**config.mk**
```make
export PLATFORM = sky130hd
export DESIGN_NAME = frac_baud_gate
export DESIGN_NICKNAME = d
export VERILOG_FILES = /design/src/rtl/frac_baud_pkg.sv /design/src/rtl/frac_baud_thin.sv /design/src/rtl/frac_baud_div.sv /design/src/rtl/frac_baud_bitcnt.sv /design/src/rtl/frac_baud_gate.sv
export SDC_FILE = /design/constraint.sdc
export NUM_CORES = 1
export LEC_CHECK = 0
export BUFFER_PORTS_ARGS = -buffer_cell sky130_fd_sc_hd__buf_2
export CAP_MARGIN = 20
export CORE_UTILIZATION = 45
export CTS_CLUSTER_DIAMETER = 100
export DETAILED_ROUTE_END_ITERATION = 10
export HOLD_SLACK_MARGIN = 0.05
export PLACE_DENSITY = 0.71
export SETUP_SLACK_MARGIN = 0.2
export SLEW_MARGIN = 20
export SYNTH_ARGS = -nofsm -noshare
export SYNTH_HDL_FRONTEND = slang
export SYNTH_SLANG_ARGS = --single-unit
```
**constraint.sdc**
```tcl
create_clock -name clk -period 2.7 [get_ports clk]
set_input_delay 0.405 -clock clk [delete_from_list [all_inputs] [get_ports clk]]
set_output_delay 0.405 -clock clk [all_outputs]
set_load 0.01 [all_outputs]
```
**src/rtl/frac_baud_pkg.sv**
```systemverilog
package frac_baud_pkg;
    typedef enum logic [0:0] {
        ST_BYPASS   = 1'b0,
        ST_MODULATE = 1'b1
    } gate_state_t;
endpackage

```
**src/rtl/frac_baud_thin.sv**
```systemverilog
module frac_baud_thin #(
    parameter int ACC_W = 8
) (
    input  logic             clk,
    input  logic             rst_n,
    input  logic             clr,
    input  logic             pulse_in,
    input  logic             modulate,
    input  logic [ACC_W-1:0] share,
    output logic             pass_o
);
    logic [ACC_W-1:0] phase_q;
    logic [ACC_W:0]   phase_sum;

    // Carry out of the top bit marks a pulse to pass.
    assign phase_sum = {1'b0, phase_q} + {1'b0, share};

    always_ff @(posedge clk) begin
        if (!rst_n || clr) begin
            phase_q <= '0;
            pass_o  <= 1'b0;
        end else begin
            pass_o <= 1'b0;
            if (!modulate) begin
                phase_q <= '0;
                if (pulse_in) pass_o <= 1'b1;
            end else if (pulse_in) begin
                phase_q <= phase_sum[ACC_W-1:0];
                pass_o  <= phase_sum[ACC_W];
            end
        end
    end

    assert_pass_follows_pulse_R10: assert property (@(posedge clk) disable iff (!rst_n)
        pass_o |-> $past(pulse_in));
    assert_bypass_passes_all_R4: assert property (@(posedge clk) disable iff (!rst_n)
        (pulse_in && !modulate && !clr) |=> pass_o);
    assert_bypass_phase_zero_R4: assert property (@(posedge clk) disable iff (!rst_n)
        !modulate |=> (phase_q == '0));
    assert_zero_share_blocks_R6: assert property (@(posedge clk) disable iff (!rst_n)
        (modulate && share == '0 && !clr) |=> !pass_o);
endmodule

```
**src/rtl/frac_baud_div.sv**
```systemverilog
module frac_baud_div #(
    parameter int DIV_W = 8
) (
    input  logic             clk,
    input  logic             rst_n,
    input  logic             clr,
    input  logic             pass_in,
    input  logic [DIV_W-1:0] reload,
    output logic             base_o
);
    logic [DIV_W-1:0] cnt_q;

    always_ff @(posedge clk) begin
        if (!rst_n) begin
            cnt_q  <= '0;
            base_o <= 1'b0;
        end else if (clr) begin
            cnt_q  <= reload;
            base_o <= 1'b0;
        end else begin
            base_o <= 1'b0;
            if (pass_in) begin
                if (cnt_q == '0) begin
                    base_o <= 1'b1;
                    cnt_q  <= reload;
                end else begin
                    cnt_q <= cnt_q - 1'b1;
                end
            end
        end
    end

    assert_base_needs_pass_R10: assert property (@(posedge clk) disable iff (!rst_n)
        base_o |-> $past(pass_in));
    assert_no_early_base_R7: assert property (@(posedge clk) disable iff (!rst_n)
        (pass_in && !clr && cnt_q != '0) |=> !base_o);
endmodule

```
**src/rtl/frac_baud_bitcnt.sv**
```systemverilog
module frac_baud_bitcnt #(
    parameter int BASE_PER_BIT = 16
) (
    input  logic clk,
    input  logic rst_n,
    input  logic clr,
    input  logic base_in,
    output logic bit_o
);
    localparam int CNT_W = (BASE_PER_BIT > 1) ? $clog2(BASE_PER_BIT) : 1;
    localparam logic [CNT_W-1:0] LAST = CNT_W'(BASE_PER_BIT - 1);

    logic [CNT_W-1:0] cnt_q;

    always_ff @(posedge clk) begin
        if (!rst_n || clr) begin
            cnt_q <= '0;
            bit_o <= 1'b0;
        end else begin
            bit_o <= 1'b0;
            if (base_in) begin
                if (cnt_q == LAST) begin
                    cnt_q <= '0;
                    bit_o <= 1'b1;
                end else begin
                    cnt_q <= cnt_q + 1'b1;
                end
            end
        end
    end

    assert_bit_needs_base_R8: assert property (@(posedge clk) disable iff (!rst_n)
        bit_o |-> $past(base_in));
endmodule

```
**src/rtl/frac_baud_gate.sv**
```systemverilog
module frac_baud_gate #(
    parameter int ACC_W        = 8,
    parameter int DIV_W        = 8,
    parameter int BASE_PER_BIT = 16
) (
    input  logic             clk,
    input  logic             rst_n,
    input  logic             pulse_in,
    input  logic             sync_mode,
    input  logic             cfg_wr,
    input  logic             cfg_mod_en,
    input  logic [ACC_W-1:0] cfg_mod_value,
    input  logic [DIV_W-1:0] cfg_reload,
    output logic             pass_pulse,
    output logic             base_tick,
    output logic             bit_tick
);
    import frac_baud_pkg::*;

    gate_state_t      state_q, state_d;
    logic             en_q;
    logic [ACC_W-1:0] share_q;
    logic [DIV_W-1:0] reload_q;
    logic [DIV_W-1:0] reload_eff;
    logic             en_eff;
    logic             modulate;

    always_ff @(posedge clk) begin
        if (!rst_n) begin
            en_q     <= 1'b0;
            share_q  <= '0;
            reload_q <= '0;
        end else if (cfg_wr) begin
            en_q     <= cfg_mod_en;
            share_q  <= cfg_mod_value;
            reload_q <= cfg_reload;
        end
    end

    assign en_eff     = cfg_wr ? cfg_mod_en : en_q;
    assign reload_eff = cfg_wr ? cfg_reload : reload_q;

    // State register
    always_ff @(posedge clk) begin
        if (!rst_n) state_q <= ST_BYPASS;
        else        state_q <= state_d;
    end

    // Next state: T_ENGAGE / T_RELEASE
    always_comb begin
        state_d = state_q;
        unique case (state_q)
            ST_BYPASS:   if (en_eff && !sync_mode)  state_d = ST_MODULATE;
            ST_MODULATE: if (!en_eff || sync_mode) state_d = ST_BYPASS;
            default:     state_d = ST_BYPASS;
        endcase
    end

    // Outputs of the controller
    always_comb begin
        unique case (state_q)
            ST_MODULATE: modulate = 1'b1;
            default:     modulate = 1'b0;
        endcase
    end

    logic pass_w, base_w, bit_w;

    frac_baud_thin #(.ACC_W(ACC_W)) u_thin (
        .clk(clk), .rst_n(rst_n), .clr(cfg_wr), .pulse_in(pulse_in),
        .modulate(modulate), .share(share_q), .pass_o(pass_w)
    );

    frac_baud_div #(.DIV_W(DIV_W)) u_div (
        .clk(clk), .rst_n(rst_n), .clr(cfg_wr), .pass_in(pass_w),
        .reload(reload_eff), .base_o(base_w)
    );

    frac_baud_bitcnt #(.BASE_PER_BIT(BASE_PER_BIT)) u_bits (
        .clk(clk), .rst_n(rst_n), .clr(cfg_wr), .base_in(base_w), .bit_o(bit_w)
    );

    assign pass_pulse = pass_w;
    assign base_tick  = base_w;
    assign bit_tick   = bit_w;

    assert_sync_forces_bypass_R5: assert property (@(posedge clk) disable iff (!rst_n)
        sync_mode |=> !modulate);
    assert_write_clears_R9: assert property (@(posedge clk) disable iff (!rst_n)
        cfg_wr |=> (!pass_pulse && !base_tick && !bit_tick));
    assert_reset_quiet_R1: assert property (@(posedge clk)
        !rst_n |=> (!pass_pulse && !base_tick && !bit_tick));
endmodule

```
==> summary.txt, run 1 <==
Synthesis
  • Synth Area in Compound Gates: 19.2%
  • Synthesized area per cell: 9.01 sq um
  • YS warnings: 0
  • Synth Register Bits: 41
  • Syn nets: 276
  • Adder and majority gate portion of the synthesized area: 7.23%
  • Ys flop type: dfxtp_1
  • Seq/Total Area, Yosys: 37.6%
  • Mapped Cells: 242
  • Fraction of registers with async set/reset: 0%
  • Area contributors post-synth: dfxtp_1, mux2i_1, ha_1
  • Simple-Gate Fraction of Synth Area: 22.4%
  • Mux contribution to synthesized area: 8.72%
  • Largest family of logic cells by synthesized area: simple AND/OR/NAND/NOR gates
  • EDFF count, synth: 0
  • Largest area contributor in the synthesized netlist: dfxtp_1
  • Mapped Area: 2180 sq um
  • Area share of xor/xnor cells in the synthesized design: 1.20%
  • Post-synthesis cell type count: 48
  • Share of the synthesized area in the top cell type: 37.6%

Floorplan
  • Die ar.: 5130 sq um
  • Die width: 71.6 um
  • Standard-cell rows: 24
  • Initial core utilization: 48.4%
  • Core area: 4500 sq um
  • Num ports: 25
  • Die Y: 71.6 um

Routing
  • Initial drt markers: 116
  • Detail Route Antenna Nets: 0
  • Vias: 1,773
  • Post-Route WL: 4330 um
  • DRC: 0
  • DRT Pass-1 Iters: 4
  • Vias per inst: 5.63
  • DR WL/cell: 13.7 um

Placed design
  • PortBufs: 24
  • Dpl cells: 308
  • Global placement routability congestion: 0.807
  • Hpwl dp: 3000 um

Layout
  • Post-Layout Cell Count: 315
  • # diodes: 0
  • Layout cells sized above 1: 14.1%
  • Layout Utilization: 53.7%
  • Nets: 297
  • Synthesis-to-finish area growth: 10.8%

Clock tree
  • Clock latency at the later pin of the worst-skew pair: 0.30 ns
  • Cts bufs inserted: 5
  • Root buffer cell: clkbuf_8
  • CTS Buffer Depth: 2
  • Post-CTS setup buffer count: 0
  • CTS sink count: 41
  • Reg clk slew, reported paths: 0.08 ns
  • H-tree depth: 2
  • CTS resizes: 0
  • CTS tree: built
  • Post-CTS Hold Fix Bufs: 0

GRT
  • Largest net degree at the start of global routing: 29
  • GR Layer Usage met2: 28.8%
  • Grt met3 use: 3.09%
  • First-pass GRT wire length: 7570 um
  • Vias in the first global route: 1,665
  • Total track usage: 18.9%
  • Initial antenna violation count: 0
  • GRT overflow: 0
  • Met1 usage: 25.5%
  • Layer with the highest usage: met2

STA
  • Final setup viols: 0
  • Final Slew Violations: 0
  • RSZ-0062 raised after global routing: no
  • Tightest Pin Transition: 0.631 ns
  • Final hold vios: 0
  • Setup TNS: 0 ns
  • Fin Hold WS: 0.265 ns
  • Period Utilization, post-route: 79.3%
  • Minimum clock period: 2.14 ns
  • Clock skew: 0.00545 ns
  • Max Clk Rate: 467 MHz
  • Slew HR: 57.4%

Setup path
  • Worst-path fanout max: 10
  • Setup crit start: u_div.cnt_q[0]$_SDFFE_PN0P_
  • Worst R2R Path Depth: 6
  • R2r setup slk: 0.56 ns
  • Worst reg2reg path endpoint: u_div.cnt_q[4]$_SDFFE_PN0P_
  • End point of the critical path: u_div.cnt_q[4]$_SDFFE_PN0P_
  • Worst Setup End Kind: flop
  • Crit path launch type: flop
  • CP required: 2.93 ns
  • Worst R2R Start: u_div.cnt_q[0]$_SDFFE_PN0P_
  • Crit path kind: flop to flop
  • CP arrival: 2.37 ns

Run status
  • Status: completed

Power and ir drop
  • Power Dens Cells: 507 nW/um^2
  • VDD IR-drop max: 0.226 mV
  • Leak: 0.00101 uW

Min path
  • HP Class: input port to flop

Job
  • Max Cap Viol: 0
-- cell usage in the layout, fill, tap and decap left out, types with 3 or more instances in the layout --
master and count:
a211oi_1 4, a21boi_0 6, a21oi_1 14, a31oi_1 4
buf_2 24, buf_4 3, clkbuf_8 6, dfxtp_1 41
ha_1 11, inv_1 6, mux2i_1 19, nand2_1 17
nand2b_1 5, nand3_1 6, nand3b_1 4, nor2_1 9
nor2b_1 20, nor3_1 8, nor3b_1 3, o21a_1 4
o21ai_0 14, or4_1 3
-- per-stage QoR --
step	power [uW]	worst slack (ns)	cell area, sq um
2_1_floorplan	786	0.755	2180
3_3_place_gp	827	0.653	2330
3_5_place_dp	830	0.565	2330
4_1_cts	1240	0.565	2420
5_1_grt	1280	0.426	2420
6_report	1230	0.560	2420
-- cells in the mapped netlist, drive strengths merged, types with 2 or more instances --
cell,instances
a211o,2
a211oi,4
a21boi,6
a21oi,14
a31oi,4
and3,2
buf,2
clkbuf,11
dfxtp,41
ha,11
inv,6
mux2i,19
nand2,17
nand2b,5
nand3,6
nand3b,4
nor2,9
nor2b,20
nor3,8
nor3b,3
o21a,4
o21ai,15
or3,2
or4,3
or4b,3
xor2,2
-- flip-flops by register name (all words and copies together), names as in the netlist, 4 cells and up --
signal	flops
u_div.cnt_q	8
u_bits.cnt_q	4
reload_q	8
u_thin.phase_q	8
share_q	8
-- cell type report --
| cell class | instances | area [sq um] |
|---|---|---|
| flip-flops and latches | 41 | 821 |
| well taps | 52 | 65.1 |
| multi-input cells | 182 | 1280 |
| repair buffers | 27 | 143 |
| clock buffers | 7 | 86.3 |
| inverters | 6 | 22.5 |
| fillers | 436 | 2090 |
-- routing by layer --
layer / vias to the layer above / share of wire, %
met4: 0 / 1.8
li1: 924 / -
met3: 6 / 3.0
met2: 29 / 42
met5: - / 0
met1: 814 / 53
-- worst min path at each step --
stage | endpoint | cells after the start | start | slack (ns)
after floorplan | u_bits.bit_o$_SDFF_PP0_ | 2 | u_bits.cnt_q[3]$_SDFFE_PP0P_ | 0.44
after global placement | u_bits.bit_o$_SDFF_PP0_ | 2 | u_bits.cnt_q[3]$_SDFFE_PP0P_ | 0.46
after detailed placement | u_bits.bit_o$_SDFF_PP0_ | 2 | u_bits.cnt_q[3]$_SDFFE_PP0P_ | 0.46
after CTS | state_q$_SDFF_PN0_ | 2 | sync_mode | 0.26
after global routing | state_q$_SDFF_PN0_ | 2 | sync_mode | 0.28
final | state_q$_SDFF_PN0_ | 2 | sync_mode | 0.27
-- cells by family (layout without fill, tap and decap cells) --
kind of cell    Yosys count  in the layout
simple gates             86             86
compound gates           62             62
flops                    41             41
mux                      19             19
buf+inv                  19             40
fa+ha+maj                12             12
xor+xnor                  3              3
-- where the power goes --
| part | internal [uW] | switching (uW) | total (uW) | leakage [uW] |
|---|---|---|---|---|
| sequential | 629 | 19.4 | 649 | 0.000336 |
| clock | 203 | 207 | 410 | 0.0000443 |
| combinational | 74.8 | 93.1 | 168 | 0.000626 |
| total | 907 | 319 | 1230 | 0.00101 |
-- critical path, stage by stage, from the launching register on --
cell and delay [ns]:
dfxtp_1 0.34, inv_1 0.10, ha_1 0.21, or4b_1 0.64, o21ai_2 0.17, or4b_1 0.44, a31oi_1 0.16
No activity file was read; power rests on OpenSTA's default activity.
==> run 2, diff against run 1 <==
==> constraint.sdc (replaced) <==
create_clock -name clk -period 2.15 [get_ports clk]
set_input_delay 0.3225 -clock clk [delete_from_list [all_inputs] [get_ports clk]]
set_output_delay 0.3225 -clock clk [all_outputs]
set_load 0.01 [all_outputs]
==> summary.txt, run 2 (same netlist as run 1, synthesis figures left out) <==
Run status
  • Status: completed

Routing
  • Initial drt markers: 106
  • Post-Route WL: 4530 um
  • DR WL/cell: 14.1 um
  • DRC: 0
  • Detail Route Antenna Nets: 0
  • Vias: 1,831
  • Met2 Wirelength: 1920 um
  • Routed met3 length: 183 um
  • Routed met1 length: 2350 um
  • DRT Pass-1 Iters: 4
  • Top Layer Used: met4
  • Vias per inst: 5.69

Layout
  • Final cell area excluding filler cells: 2550 sq um
  • # diodes: 0
  • Synthesis-to-finish area growth: 16.9%
  • Layout cells sized above 1: 20.0%
  • Nets: 303
  • Most common cell after layout, fill and taps aside: dfxtp_1
  • Post-Layout Cell Count: 322
  • Commonest non-fill, non-tap cells in the layout: dfxtp_1, buf_2, nor2b_1, mux2i_1, nand2_1

Setup path
  • Worst Setup End Kind: flop
  • CP max stage cell: a2111oi_4
  • Crit path kind: flop to flop
  • Worst-path fanout max: 3
  • Crit path launch type: flop
  • CP required: 2.33 ns
  • CP Cell Sequence: ha_4 -> fa_2 -> a21o_1 -> a211o_1 -> a2111oi_4 -> nor3_2
  • CP peak stage delay: 0.37 ns
  • CP arrival: 2.12 ns

STA
  • Final hold vios: 0
  • Setup TNS: 0 ns
  • Final Slew Violations: 0
  • Final setup margin: 0.212 ns
  • Period Utilization, post-route: 90.1%
  • Slew HR: 65.5%
  • Minimum clock period: 1.94 ns
  • Clock skew: 0.00314 ns
  • Max Clk Rate: 516 MHz
  • RSZ-0062 raised after global routing: yes
  • Tightest Pin Transition: 0.513 ns
  • Fin Hold WS: 0.174 ns
  • Final setup viols: 0

Min path
  • HP Class: input port to flop

Floorplan
  • Die ar.: 5130 sq um
  • Die Y: 71.6 um
  • Num ports: 25
  • Die width: 71.6 um
  • Initial core utilization: 48.4%
  • Standard-cell rows: 24
  • Core area: 4500 sq um

Job
  • Max Cap Viol: 0

GRT
  • Vias in the first global route: 1,701
  • Largest net degree at the start of global routing: 29
  • GRT overflow: 0
  • Initial antenna violation count: 0
  • First-pass GRT wire length: 7820 um
  • Total track usage: 19.3%

Clock tree
  • H-tree depth: 2
  • CTS Buffer Depth: 2
  • Clock latency at the later pin of the worst-skew pair: 0.29 ns
  • Reg clk slew, reported paths: 0.08 ns
  • CTS sink count: 41
  • Root buffer cell: clkbuf_8
  • Cts bufs inserted: 5
  • CTS tree: built

Power and ir drop
  • Power Dens Cells: 663 nW/um^2
  • Switch share: 24.4%
  • Leak: 0.00105 uW
  • Sequential share of power: 48.3%
  • VDD IR-drop max: 0.338 mV
  • Switching pwr: 412 uW
  • Int Pwr: 1280 uW
  • Clk pwr share: 38.0%
  • Logic pwr share: 13.6%

Placed design
  • Hpwl dp: 3120 um
  • Pre-CTS setup slack: 0.0608 ns
  • DP Area: 2360 sq um
  • Dpl cells: 312
  • Global placement routability congestion: 0.789
  • PortBufs: 24
## run 2: changes by cell type in the layout (fill, tap and decap cells not counted), sizes merged
cell    before  now
bufinv       0    1
buf         27   33
## run 2: cell type report
type,instances,area [sq um]
clock inverter,1,30.0
timing repair buffer,33,188
multi-input combinational,182,1340
sequential,41,823
inverter,6,22.5
fill,427,1950
clock buffer,7,86.3
tap,52,65.1
## run 2: final timing paths
kind                                       start                        to  slack (ns)  depth (start not counted)
setup reg to reg  u_thin.phase_q[0]$_SDFFE_PP0P_  u_thin.pass_o$_SDFF_PP0_        0.21                          6
hold reg to reg     u_bits.cnt_q[3]$_SDFFE_PP0P_   u_bits.bit_o$_SDFF_PP0_        0.48                          2
setup / recovery  u_thin.phase_q[0]$_SDFFE_PP0P_  u_thin.pass_o$_SDFF_PP0_        0.21                          6
hold / removal                         sync_mode        state_q$_SDFF_PN0_        0.17                          2
## run 2: layer usage
metal / vias up / track usage, %
met5: - / 0
met4: 0 / 7.19
met3: 4 / 4.50
met2: 41 / 29.4
met1: 850 / 26.8
li1: 936 / -
## run 2: power by group through the flow
stage                     logic [uW]  clock network (uW)  registers (uW)
final                            230                 643             816
after global routing             257                 697             822
after CTS                        223                 666             815
after detailed placement         219                   0             832
after global placement           217                   0             832
after floorplan                  160                   0             827
## run 2: critical path: cells and delay by family, from the launching register on
family                   cells  cell delay [ns]
flip-flops                   1             0.34
AO/OA/AOI/OAI                3             0.91
adder cells (fa/ha/maj)      2             0.52
AND/OR/NAND/NOR              1             0.06
## run 2: through the flow
| stage | total power (uW) | util (%) |
|---|---|---|
| 2_1_floorplan | 987 | - |
| 3_3_place_gp | 1050 | 52.4 |
| 3_5_place_dp | 1050 | 52.4 |
| 4_1_cts | 1700 | 55.3 |
| 5_1_grt | 1780 | 56.6 |
| 6_report | 1690 | 56.6 |
## run 2: repair_timing
action | CTS | global route
pin swaps | 1 | 7
endpoints found under the setup margin | 3 | 7
buffers inserted | 0 | 2
gates resized for setup | 4 | 11
hold buffers | 0 | 0
==> run 3, diff against run 2 <==
==> constraint.sdc (replaced) <==
create_clock -name clk -period 2.15 [get_ports clk]
set_input_delay 0.215 -clock clk [delete_from_list [all_inputs] [get_ports clk]]
set_output_delay 0.215 -clock clk [all_outputs]
set_load 0.01 [all_outputs]
==> summary.txt, run 3 (same netlist as run 1, synthesis figures left out) <==
Layout
  • Fill count: 425
  • # diodes: 0
  • Commonest non-fill, non-tap cells in the layout: dfxtp_1, buf_2, nor2b_1, mux2i_1, nand2_1
  • Synthesis-to-finish area growth: 18.2%
  • Nets: 303
  • Layout cells sized above 1: 21.1%
  • Most common cell after layout, fill and taps aside: dfxtp_1
  • Multi-input logic area: 1330 sq um
  • Reg area: 831 sq um

Routing
  • Post-Route WL: 4530 um
  • Initial drt markers: 112
  • DR WL/cell: 14.1 um
  • Vias per inst: 5.73
  • Vias: 1,844
  • DRC: 0
  • Detail Route Antenna Nets: 0
  • DRT Pass-1 Iters: 4

Min path
  • HP Class: input port to flop

GRT
  • First-pass GRT wire length: 7760 um
  • Initial antenna violation count: 0
  • GRT overflow: 0
  • Largest net degree at the start of global routing: 29
  • Vias in the first global route: 1,676
  • Total track usage: 19.1%

Clock tree
  • CTS Buffer Depth: 2
  • H-tree depth: 2
  • Clock latency at the later pin of the worst-skew pair: 0.29 ns
  • Cts bufs inserted: 5
  • Post-CTS Hold Fix Bufs: 0
  • Root buffer cell: clkbuf_8
  • Reg clk slew, reported paths: 0.08 ns
  • CTS tree: built
  • CTS sink count: 41

Power and ir drop
  • VDD IR-drop max: 0.339 mV
  • Power Dens Cells: 693 nW/um^2
  • Leak: 0.00107 uW

STA
  • Final setup margin: 0.242 ns
  • Slew HR: 64.8%
  • Setup TNS: 0 ns
  • Final setup viols: 0
  • Final hold vios: 0
  • RSZ-0062 raised after global routing: yes
  • Final Slew Violations: 0
  • Clock skew: 0.00436 ns
  • Minimum clock period: 1.91 ns
  • Period Utilization, post-route: 88.8%
  • Tightest Pin Transition: 0.524 ns
  • Max Clk Rate: 524 MHz

Setup path
  • Crit path launch type: flop
  • CP Cell Sequence: ha_4 -> fa_2 -> a21o_1 -> a211o_1 -> a2111oi_4 -> nor3_1
  • CP required: 2.33 ns
  • Worst Setup End Kind: flop
  • Worst Path Buf+Inv: 0
  • CP peak stage delay: 0.36 ns
  • CP max stage cell: fa_2
  • Cell family with the largest share of critical-path delay: compound AO/OA/AOI/OAI gates
  • Crit path kind: flop to flop
  • Worst-path fanout max: 3
  • CP arrival: 2.09 ns

Placed design
  • Hpwl dp: 3120 um
  • PortBufs: 24
  • Pre-CTS setup slack: 0.0880 ns
  • Global placement routability congestion: 0.779

Floorplan
  • Die ar.: 5130 sq um
  • Core area: 4500 sq um
  • Initial core utilization: 48.4%
  • Die Y: 71.6 um
  • Standard-cell rows: 24
  • Die width: 71.6 um
  • Num ports: 25

Run status
  • Status: completed

Job
  • Max Cap Viol: 0
run 3: what timing repair did:
| item | CTS | global route |
|---|---|---|
| resized for setup | 6 | 14 |
| endpoints found under the setup margin | 3 | 4 |
| pin swaps | 1 | 9 |
| buffers inserted | 0 | 4 |
run 3: final timing paths:
check	start	to	slack [ns]	cells after the start
hold reg to reg	u_bits.cnt_q[3]$_SDFFE_PP0P_	u_bits.bit_o$_SDFF_PP0_	0.48	2
setup reg to reg	u_thin.phase_q[0]$_SDFFE_PP0P_	u_thin.pass_o$_SDFF_PP0_	0.24	6
hold / removal	sync_mode	state_q$_SDFF_PN0_	0.07	2
setup / recovery	u_thin.phase_q[0]$_SDFFE_PP0P_	u_thin.pass_o$_SDFF_PP0_	0.24	6
run 3: layout make-up:
cell class	instances	area share (%)
multi-input combinational	182	51.7
sequential	41	32.2
timing repair buffer	33	7.28
clock buffer	5	2.67
clock inverter	3	2.52
tap	52	2.52
inverter	6	1.07
run 3: report_power, final:
group,total [uW],switching [uW],internal [uW]
combinational,234,123,111
sequential,817,27.0,790
clock,736,274,461
total,1790,424,1360
run 3: routing by layer:
layer / vias to the layer above / GRT usage [%] / part of all wire, %
met5: - / 0 / 0
met4: 0 / 5.23 / 0.60
met3: 2 / 3.80 / 3.6
met2: 35 / 29.2 / 44
met1: 870 / 27.4 / 52
li1: 937 / - / -
run 3: worst reg2reg max path, cell delays in order, from the launching register on:
cell	delay (ns)
dfxtp_2	0.35
ha_4	0.17
fa_2	0.36
a21o_1	0.19
a211o_1	0.32
a2111oi_4	0.35
nor3_1	0.07
run 3: metrics by stage:
step / total power [uW] / instances / utilization, % / hold slack [ns] / area (sq um)
floorplan: 987 / 242 / - / 0.287 / 2180
global placement: 1050 / 310 / 52.1 / 0.376 / 2350
detailed placement: 1050 / 310 / 52.1 / 0.378 / 2350
CTS: 1790 / 318 / 55.6 / 0.0637 / 2500
global route: 1860 / 322 / 57.3 / 0.0620 / 2580
finish: 1790 / 322 / 57.3 / 0.0710 / 2580
